===== config.mk =====
export PLATFORM = sky130hd
export DESIGN_NAME = cfu_unit
export DESIGN_NICKNAME = d
export VERILOG_FILES = /design/src/rtl/cfu_pkg.sv /design/src/rtl/cfu_field_mux.sv /design/src/rtl/cfu_test_terms.sv /design/src/rtl/cfu_status.sv /design/src/rtl/cfu_unit.sv
export SDC_FILE = /design/constraint.sdc
export NUM_CORES = 1
export LEC_CHECK = 0
export BUFFER_PORTS_ARGS = -buffer_cell sky130_fd_sc_hd__buf_2
export CORE_ASPECT_RATIO = 0.5
export CORE_MARGIN = 3
export CORE_UTILIZATION = 41
export DETAILED_ROUTE_END_ITERATION = 10
export PLACE_DENSITY = 0.95
export SLEW_MARGIN = 10
export SYNTH_ARGS = -nofsm -noshare
export SYNTH_HDL_FRONTEND = slang
export SYNTH_HIERARCHICAL = 1
export SYNTH_SLANG_ARGS = --single-unit

===== constraint.sdc =====
create_clock -name clk -period 7.4 [get_ports clk]
set_clock_uncertainty 0.1 [all_clocks]
set_input_delay 0.74 -clock clk [delete_from_list [all_inputs] [get_ports clk]]
set_output_delay 0.74 -clock clk [all_outputs]
set_load 0.03 [all_outputs]

===== src/rtl/cfu_pkg.sv =====
// Shared opcode encoding for the condition-field logic unit.
// Assumes a 3-bit opcode; values 6 and 7 are reserved and produce no write.
package cfu_pkg;

    typedef enum logic [2:0] {
        OP_REDUCE_INT = 3'd0,
        OP_NIBBLE_INT = 3'd1,
        OP_FLD_BITS   = 3'd2,
        OP_FLD_LSB    = 3'd3,
        OP_MOVE       = 3'd4,
        OP_REDUCE_BIT = 3'd5,
        OP_RSVD6      = 3'd6,
        OP_RSVD7      = 3'd7
    } cfu_op_e;

    // Bit positions inside the status field produced by the record flag.
    localparam int REC_NEG  = 0;
    localparam int REC_POS  = 1;
    localparam int REC_ZERO = 2;
    localparam int REC_OV   = 3;

endpackage


===== src/rtl/cfu_field_mux.sv =====
// Selects one field out of a flat bank of equally sized fields.
// Assumes field f occupies bits [f*FIELD_W +: FIELD_W] of the bank.
module cfu_field_mux #(
    parameter int NUM_FIELDS = 8,
    parameter int FIELD_W    = 4,
    localparam int SEL_W     = $clog2(NUM_FIELDS)
) (
    input  logic [NUM_FIELDS*FIELD_W-1:0] bank,
    input  logic [SEL_W-1:0]              sel,
    output logic [FIELD_W-1:0]            field
);

    logic [FIELD_W-1:0] slot [NUM_FIELDS];

    for (genvar f = 0; f < NUM_FIELDS; f++) begin : g_slot
        assign slot[f] = bank[f*FIELD_W +: FIELD_W];
    end

    // Index the unpacked view of the bank.
    always_comb begin
        field = slot[sel];
    end

endmodule


===== src/rtl/cfu_test_terms.sv =====
// Per-bit masked equality test and its two reductions.
// Assumes the caller has already chosen which actual bits are tested.
module cfu_test_terms #(
    parameter int FIELD_W = 4
) (
    input  logic [FIELD_W-1:0] mask,
    input  logic [FIELD_W-1:0] expect_bits,
    input  logic [FIELD_W-1:0] actual,
    input  logic               use_or,
    output logic [FIELD_W-1:0] terms,
    output logic               reduced
);

    for (genvar k = 0; k < FIELD_W; k++) begin : g_term
        assign terms[k] = mask[k] & (expect_bits[k] == actual[k]);
    end

    // Collapse the terms with OR or AND as selected.
    always_comb begin
        reduced = use_or ? (|terms) : (&terms);
    end

endmodule


===== src/rtl/cfu_status.sv =====
// Builds the status field for an integer result: sign, positive, zero, sticky overflow.
// Assumes a two's complement result whose top bit is the sign.
module cfu_status #(
    parameter int INT_W   = 64,
    parameter int FIELD_W = 4
) (
    input  logic [INT_W-1:0]   value,
    input  logic               sticky_ov,
    output logic [FIELD_W-1:0] status
);

    import cfu_pkg::*;

    // Classify the value and append the sticky overflow.
    always_comb begin
        status           = '0;
        status[REC_NEG]  = value[INT_W-1];
        status[REC_POS]  = ~value[INT_W-1] & (|value);
        status[REC_ZERO] = ~(|value);
        status[REC_OV]   = sticky_ov;
    end

endmodule


===== src/rtl/cfu_unit.sv =====
// Condition-field mask/mode logic unit: six operations between a field bank
// and an integer operand, results registered once.
// Assumes the caller owns the field bank and performs the writes indicated.
module cfu_unit #(
    parameter int INT_W      = 64,
    parameter int NUM_FIELDS = 8,
    parameter int FIELD_W    = 4,
    localparam int SEL_W     = $clog2(NUM_FIELDS),
    localparam int BIT_W     = $clog2(FIELD_W),
    localparam int TGT_W     = SEL_W + BIT_W,
    localparam int BANK_W    = NUM_FIELDS * FIELD_W
) (
    input  logic               clk,
    input  logic               rst_n,
    input  logic               op_valid,
    input  logic [2:0]         opcode,
    input  logic [FIELD_W-1:0] mask,
    input  logic [FIELD_W-1:0] mode,
    input  logic               m_flag,
    input  logic               rec_flag,
    input  logic [SEL_W-1:0]   src_field,
    input  logic [SEL_W-1:0]   dst_field,
    input  logic [TGT_W-1:0]   bit_target,
    input  logic               int_zero_sel,
    input  logic [INT_W-1:0]   int_operand,
    input  logic               sticky_ov,
    input  logic [BANK_W-1:0]  fields_in,
    output logic [INT_W-1:0]   int_result,
    output logic               int_we,
    output logic [SEL_W-1:0]   fld_idx,
    output logic [FIELD_W-1:0] fld_value,
    output logic               fld_we,
    output logic               rec_we,
    output logic [FIELD_W-1:0] rec_value
);

    import cfu_pkg::*;

    cfu_op_e            op;
    logic [FIELD_W-1:0] src_val;
    logic [FIELD_W-1:0] dst_val;
    logic [SEL_W-1:0]   dst_sel;
    logic [FIELD_W-1:0] actual;
    logic [FIELD_W-1:0] terms;
    logic               reduced;
    logic [FIELD_W-1:0] kept;
    logic [BIT_W-1:0]   tgt_bit;
    logic               lsb;

    logic [INT_W-1:0]   int_nx;
    logic               int_we_nx;
    logic [SEL_W-1:0]   idx_nx;
    logic [FIELD_W-1:0] fld_nx;
    logic               fld_we_nx;
    logic [FIELD_W-1:0] status_nx;

    assign op      = cfu_op_e'(opcode);
    assign tgt_bit = bit_target[TGT_W-1 -: BIT_W];
    assign lsb     = int_zero_sel ? 1'b0 : int_operand[0];

    // Destination field: the bit target's field for reduce-to-bit, else dst_field.
    always_comb begin
        dst_sel = (op == OP_REDUCE_BIT) ? bit_target[SEL_W-1:0] : dst_field;
    end

    cfu_field_mux #(.NUM_FIELDS(NUM_FIELDS), .FIELD_W(FIELD_W)) u_src_mux (
        .bank  (fields_in),
        .sel   (src_field),
        .field (src_val)
    );

    cfu_field_mux #(.NUM_FIELDS(NUM_FIELDS), .FIELD_W(FIELD_W)) u_dst_mux (
        .bank  (fields_in),
        .sel   (dst_sel),
        .field (dst_val)
    );

    // Pick the bits under test for the current opcode.
    always_comb begin
        case (op)
            OP_FLD_BITS: actual = int_operand[FIELD_W-1:0];
            OP_FLD_LSB:  actual = {FIELD_W{lsb}};
            default:     actual = src_val;
        endcase
    end

    cfu_test_terms #(.FIELD_W(FIELD_W)) u_terms (
        .mask        (mask),
        .expect_bits (mode),
        .actual      (actual),
        .use_or      (m_flag),
        .terms       (terms),
        .reduced     (reduced)
    );

    // Unmasked destination bits survive only in read-modify-write form.
    always_comb begin
        kept = m_flag ? (dst_val & ~mask) : '0;
    end

    // Form the next integer and field results and their strobes.
    always_comb begin
        int_nx    = '0;
        int_we_nx = 1'b0;
        idx_nx    = dst_sel;
        fld_nx    = '0;
        fld_we_nx = 1'b0;
        case (op)
            OP_REDUCE_INT: begin
                int_nx[0] = reduced;
                int_we_nx = 1'b1;
            end
            OP_NIBBLE_INT: begin
                for (int k = 0; k < FIELD_W; k++) begin
                    int_nx[FIELD_W-1-k] = terms[k];
                end
                int_we_nx = 1'b1;
            end
            OP_FLD_BITS, OP_FLD_LSB: begin
                fld_nx    = terms | kept;
                fld_we_nx = 1'b1;
            end
            OP_MOVE: begin
                fld_nx    = ((mask & src_val) | kept) ^ mode;
                fld_we_nx = 1'b1;
            end
            OP_REDUCE_BIT: begin
                fld_nx          = dst_val;
                fld_nx[tgt_bit] = reduced;
                fld_we_nx       = 1'b1;
            end
            default: begin
                int_we_nx = 1'b0;
                fld_we_nx = 1'b0;
            end
        endcase
    end

    cfu_status #(.INT_W(INT_W), .FIELD_W(FIELD_W)) u_status (
        .value     (int_nx),
        .sticky_ov (sticky_ov),
        .status    (status_nx)
    );

    // Output register stage with synchronous active-low reset.
    always_ff @(posedge clk) begin
        if (!rst_n) begin
            int_result <= '0;
            int_we     <= 1'b0;
            fld_idx    <= '0;
            fld_value  <= '0;
            fld_we     <= 1'b0;
            rec_we     <= 1'b0;
            rec_value  <= '0;
        end else begin
            int_result <= int_nx;
            int_we     <= op_valid & int_we_nx;
            fld_idx    <= idx_nx;
            fld_value  <= fld_nx;
            fld_we     <= op_valid & fld_we_nx;
            rec_we     <= op_valid & int_we_nx & rec_flag;
            rec_value  <= status_nx;
        end
    end

endmodule


==> Yosys cells after proc, flatten, opt, wreduce, memory -nomap -nowiden <==
Index checks and enable logic that the tools add are counted.
W data, S select, Z words.
{ "word_totals": {"reg_bits": 78, "in_bits": 125, "output_inout_bits": 78, "wordCells": 65} }
{ "op_classes": {"n_lt_le_gt_ge": 4, "eq_ne": 9, "n_mux": 19, "bitwise_logic": 16, "n_reduce_logical": 8} }
{ "ops": {"columns": ["operator", "n"], "rows": [
  ["$bmux W4 S3", 2],
  ["$mux W4", 5],
  ["$pmux W4 S3", 1],
  ["$reduce_or A4 Y1", 3],
  ["$and A4 B4 Y4", 2],
  ["$ge A4 B4 Y1 const B", 2],
  ["$not A3 Y4", 2],
  ["$or A4 B4 Y4", 2],
  ["$pmux W4 S2", 1],
  ["$and A1 B1 Y1", 7],
  ["$eq A3 B2 Y1 const B", 2],
  ["$eq A3 B3 Y1 const B", 2],
  ["$mux W3", 2],
  ["$mux W1", 5],
  ["$bwmux W4", 1],
  ["$eq A1 B1 Y1", 4],
  ["$not A4 Y4", 1],
  ["$reduce_and A4 Y1", 1],
  ["$reduce_or A2 Y1", 2],
  ["$xor A4 B4 Y4", 1],
  ["$eq A3 B1 Y1 const B", 1],
  ["$logic_not A3 Y1", 1],
  ["$lt A2 B3 Y1 const B", 1],
  ["$demux W1 S2", 1],
  ["4 further kinds", 4]
]} }

==> Logic depth before layout (Yosys ltp) <==
{ "logic_depth": {"ltp_word": 12, "depth_mapped": 17} }

==> By module <==
Netlist, hierarchy kept.
{ "by_module_without_submodules": {"columns": ["mod", "n_inst", "cells_per_inst", "area_each_um2"], "rows": [
  ["cfu_unit", 1, 162, 1345.0],
  ["cfu_field_mux", 2, 14, 270.3],
  ["cfu_status", 1, 24, 181.4],
  ["cfu_test_terms", 1, 15, 92.6]
]} }

==> Worst setup path before layout <==
No wires, ideal clock.
{ "synth_path": {"kind": "input to register", "from": "in src_field[0]", "to": "reg rec_value[1]", "setup_ns": 0.115, "arrival_time_ns": 3.366, "t_required_ns": 7.185, "setup_slack_ns": 3.819, "path_stages": 16, "cell_sequence": "buf_6 -> mux4_1 -> mux2_2 -> nor2_1 -> nor2_1 -> xnor2_1 -> nand2_1 -> a31oi_1 -> o22a_1 -> mux2i_1 -> nor4b_1 -> nor4_1 -> nand4_1 -> nor4_2 -> nor2_1 -> and2_1"} }
{ "synth_between": {"elab_chain_cells": 11, "word_cells_on_any_way": 19} }
{ "synth_rtl": {"columns": ["item", "line_no", "source"], "rows": [
  ["start: declaration", "cfu_unit.sv:21", "input logic [SEL_W-1:0] src_field,"],
  ["$not A3 Y4 (not written as such) (*)", "cfu_field_mux.sv:21", "field = slot[sel];"],
  ["$bmux W4 S3 (*)", "cfu_field_mux.sv:21", null],
  ["$mux W4 (not written as such) (*) (2 in a row)", "cfu_field_mux.sv:21", null],
  ["named net src_val[2]", "cfu_unit.sv:40", "logic [FIELD_W-1:0] src_val;"],
  ["$pmux W4 S2 (*)", "cfu_unit.sv:80", "case (op)"],
  ["named net actual[2]", "cfu_unit.sv:43", "logic [FIELD_W-1:0] actual;"],
  ["$eq A1 B1 Y1 (*)", "cfu_test_terms.sv:15", "assign terms[k] = mask[k] & (expect_bits[k] == actual[k]);"],
  ["$and A1 B1 Y1 (*)", "cfu_test_terms.sv:15", null],
  ["$reduce_and A4 Y1 or $reduce_or A4 Y1 (tied branches)", "cfu_test_terms.sv:20", "reduced = use_or ? (|terms) : (&terms);"],
  ["$mux W1 (*)", "cfu_test_terms.sv:20", null],
  ["named net reduced", "cfu_unit.sv:45", "logic reduced;"],
  ["$pmux W1 S2 (*)", "cfu_unit.sv:108", "case (op)"],
  ["named net int_nx[0]", "cfu_unit.sv:50", "logic [INT_W-1:0] int_nx;"],
  ["$reduce_or A4 Y1 (*)", "cfu_status.sv:18", "status[REC_POS] = ~value[INT_W-1] & (|value);"],
  ["named net status_nx[1]", "cfu_unit.sv:55", "logic [FIELD_W-1:0] status_nx;"],
  ["end signal: assignment", "cfu_unit.sv:162", "rec_value <= status_nx;"],
  ["end: declaration", "cfu_unit.sv:34", "output logic [FIELD_W-1:0] rec_value"]
]} }
The timed path passes the listed nets; every way through them passes the cells marked *. The select of a mux whose other input is x is not followed.
A chain may end at the register's enable or synchronous reset.

==> Final worst setup path <==
Same ends and word-level chain as after synthesis.

==> summary.txt <==
Place
  – Detailed Place HPWL: 4.424 mm
  – Port Buf Inserts: 82
  – RePlAce Congestion: 0.8839
  – Dpl cells: 430

Logic synthesis
  – Cell Area, Synth: 2160 sq um
  – Synth Area per Inst: 9.430 sq um
  – Synth Flop Type: dfxtp_1
  – Asr flop ratio synth: 0
  – Sequential element share of the synthesized area: 0.1669
  – Post-Syn Instances: 229
  – Synth warn: 6
  – Post-synth EDFFs: 0
  – Yosys cell types: 36
  – Yosys reg bits: 18

Clock network
  – Post-cts sizing count: 0
  – CTS Buffer Depth: 2
  – Clock tree root driver cell: clkbuf_8
  – Clock-pin slew on the worst setup and hold paths: 0.07 ns
  – Cts hold-fix bufs: 0
  – # Post-CTS Setup Buffers: 0
  – TritonCTS buffer count: 3
  – H-tree Lvls: 1
  – CTS sink cnt: 18
  – CTS tree: done

Timing
  – Unrepaired setup endpoints after global routing: no
  – Period utilization: 0.5084
  – Slew @ Worst Pin: 0.7255 ns
  – Fin. Hold Viols: 0
  – Setup violations, final: 0
  – Total negative setup slack: 0 ns
  – Fmax: 0.2658 GHz
  – Fin. max-slew vios: 0
  – Final worst path period need: 3.762 ns
  – Relative slew slack: 0.5100

Setup path
  – Path type of the worst setup path: in -> reg
  – Setup crit start: src_field[0]
  – Crit path max fanout: 8
  – Critical Path Source Type: input pin
  – Worst Path Required: 7.45 ns
  – Critical path endpoint category: flip-flop
  – Arr. time, crit path: 3.81 ns

Floorplan
  – Core Box Area: 4722 sq um
  – Rows: 17
  – Die X: 108.6 um
  – IO Pins: 203
  – Die H: 57.32 um
  – Die ar.: 6227 sq um
  – Starting density of the core: 0.4573

Outcome
  – Status: finished, final reports clean

Worst hold path
  – Hold crit path type: in -> reg
  – Worst hold start: sticky_ov

Power
  – Leak Pwr: 1.435 nW
  – Overall Power: 314.8 uW
  – Maximum vdd drop: 0.08139 mV
  – P per Cell Area: 119.0 nW/um^2

Final layout
  – Share of layout cells above drive strength 1: 0.2861
  – Non-filler cells, final: 433
  – Nets@finish: 496
  – P&R area growth vs syn: 22.48%
  – Layout Utilization: 0.5601
  – Antenna Cells: 0

Routing
  – Post-route ant nets: 0
  – Remaining DRCs: 0
  – Drt total wl: 5.112 mm
  – WL per Instance: 11.81 um
  – Vias: 1891
  – Drt pass-1 iters: 4
  – Vias per std cell: 4.367
  – DR iter-0 viols: 39

Job
  – Max cap viols: 0

Global route
  – First-pass GRT wire length: 7.645 mm
  – GRT Residual Overflow: 0
  – Total Routing Usage GR: 0.1551
  – Initial antenna violation count: 0
  – Vias in the first global route: 1684
  – Largest net degree at the start of global routing: 15
==> cell families after synthesis <==
family	share of synthesized area
AND/OR/NAND/NOR	0.2196
buffers and inverters	0.2433
multiplexers	0.2752
AO/OA/AOI/OAI	0.06547
flip-flops	0.1669
XOR/XNOR	0.01622
adder cells (fa/ha/maj)	0.01159
other	0.001736
==> where the power goes <==
part	leakage [nW]	internal, mW	switching [mW]
clock network	0.0216	0.0361	0.0291
logic	1.27	0.0517	0.0965
registers	0.147	0.101	0.000731
==> metal layers <==
metal  global-route usage  vias up  share of wire
met5                    0        -              0
met4              0.02878        0          0.011
met3              0.04068        8           0.11
met2               0.2994       95           0.53
met1               0.1736      842           0.35
li1                     -      946              -
==> per-stage QoR <==
stage,hold slack (ns),setup WS (ns),cell area (sq um)
floorplan,0.7617,3.819,2614
global placement,0.8450,3.473,2604
detailed placement,0.8521,3.401,2604
CTS,0.5923,3.652,2645
global route,0.6079,3.464,2645
finish,0.5907,3.638,2645
==> state kept, by name, indices dropped and copies added (netlist names) <==
register	flops
fld_value	4
int_result	4
rec_value	4
fld_idx	3
fld_we	1
int_we	1
rec_we	1
==> cell type report <==
| class | instances | area (sq um) |
|---|---|---|
| Sequential cell | 18 | 360.3 |
| Multi-Input combinational cell | 258 | 1728 |
| Tap cell | 66 | 82.58 |
| Inverter | 6 | 22.52 |
| Timing Repair Buffer | 82 | 410.4 |
| Fill cell | 442 | 2077 |
| Clock buffer | 3 | 41.29 |
==> Yosys cell counts, types with 6 or more instances <==
library cell	number	share of area
dfxtp_1	18	0.17
nor2_1	10	0.017
mux4_1	16	0.19
buf_4	62	0.22
nor4_1	12	0.035
a21oi_1	8	0.019
nand2_1	6	0.010
and2_1	13	0.038
mux2_2	11	0.057
==> layout by cell type, fill, tap and decap left out, types with 6 or more instances in the layout <==
master / n
nand2_1: 6
conb_1: 122
nor4_1: 12
and2_1: 13
nor2_1: 10
dfxtp_1: 18
mux2_2: 11
mux4_1: 16
buf_2: 82
a21oi_1: 8
==> worst paths after layout <==
path | depth (start not counted) | endpoint | slack [ns]
worst max-delay path | 16 | rec_value[1] | 3.64
worst min-delay path | 2 | rec_value[3] | 0.59
==> critical path, stage by stage <==
cell     delay (ns)
buf_2          0.21
mux4_1         0.61
mux2_2         0.32
nor2_1         0.09
nor2_1         0.06
xnor2_1        0.12
nand2_1        0.13
a31oi_1        0.12
o22a_1         0.27
mux2i_1        0.14
nor4b_1        0.08
nor4_1         0.26
nand4_1        0.13
nor4_2         0.30
nor2_1         0.06
and2_1         0.15
(Power assumes the default switching activity.)
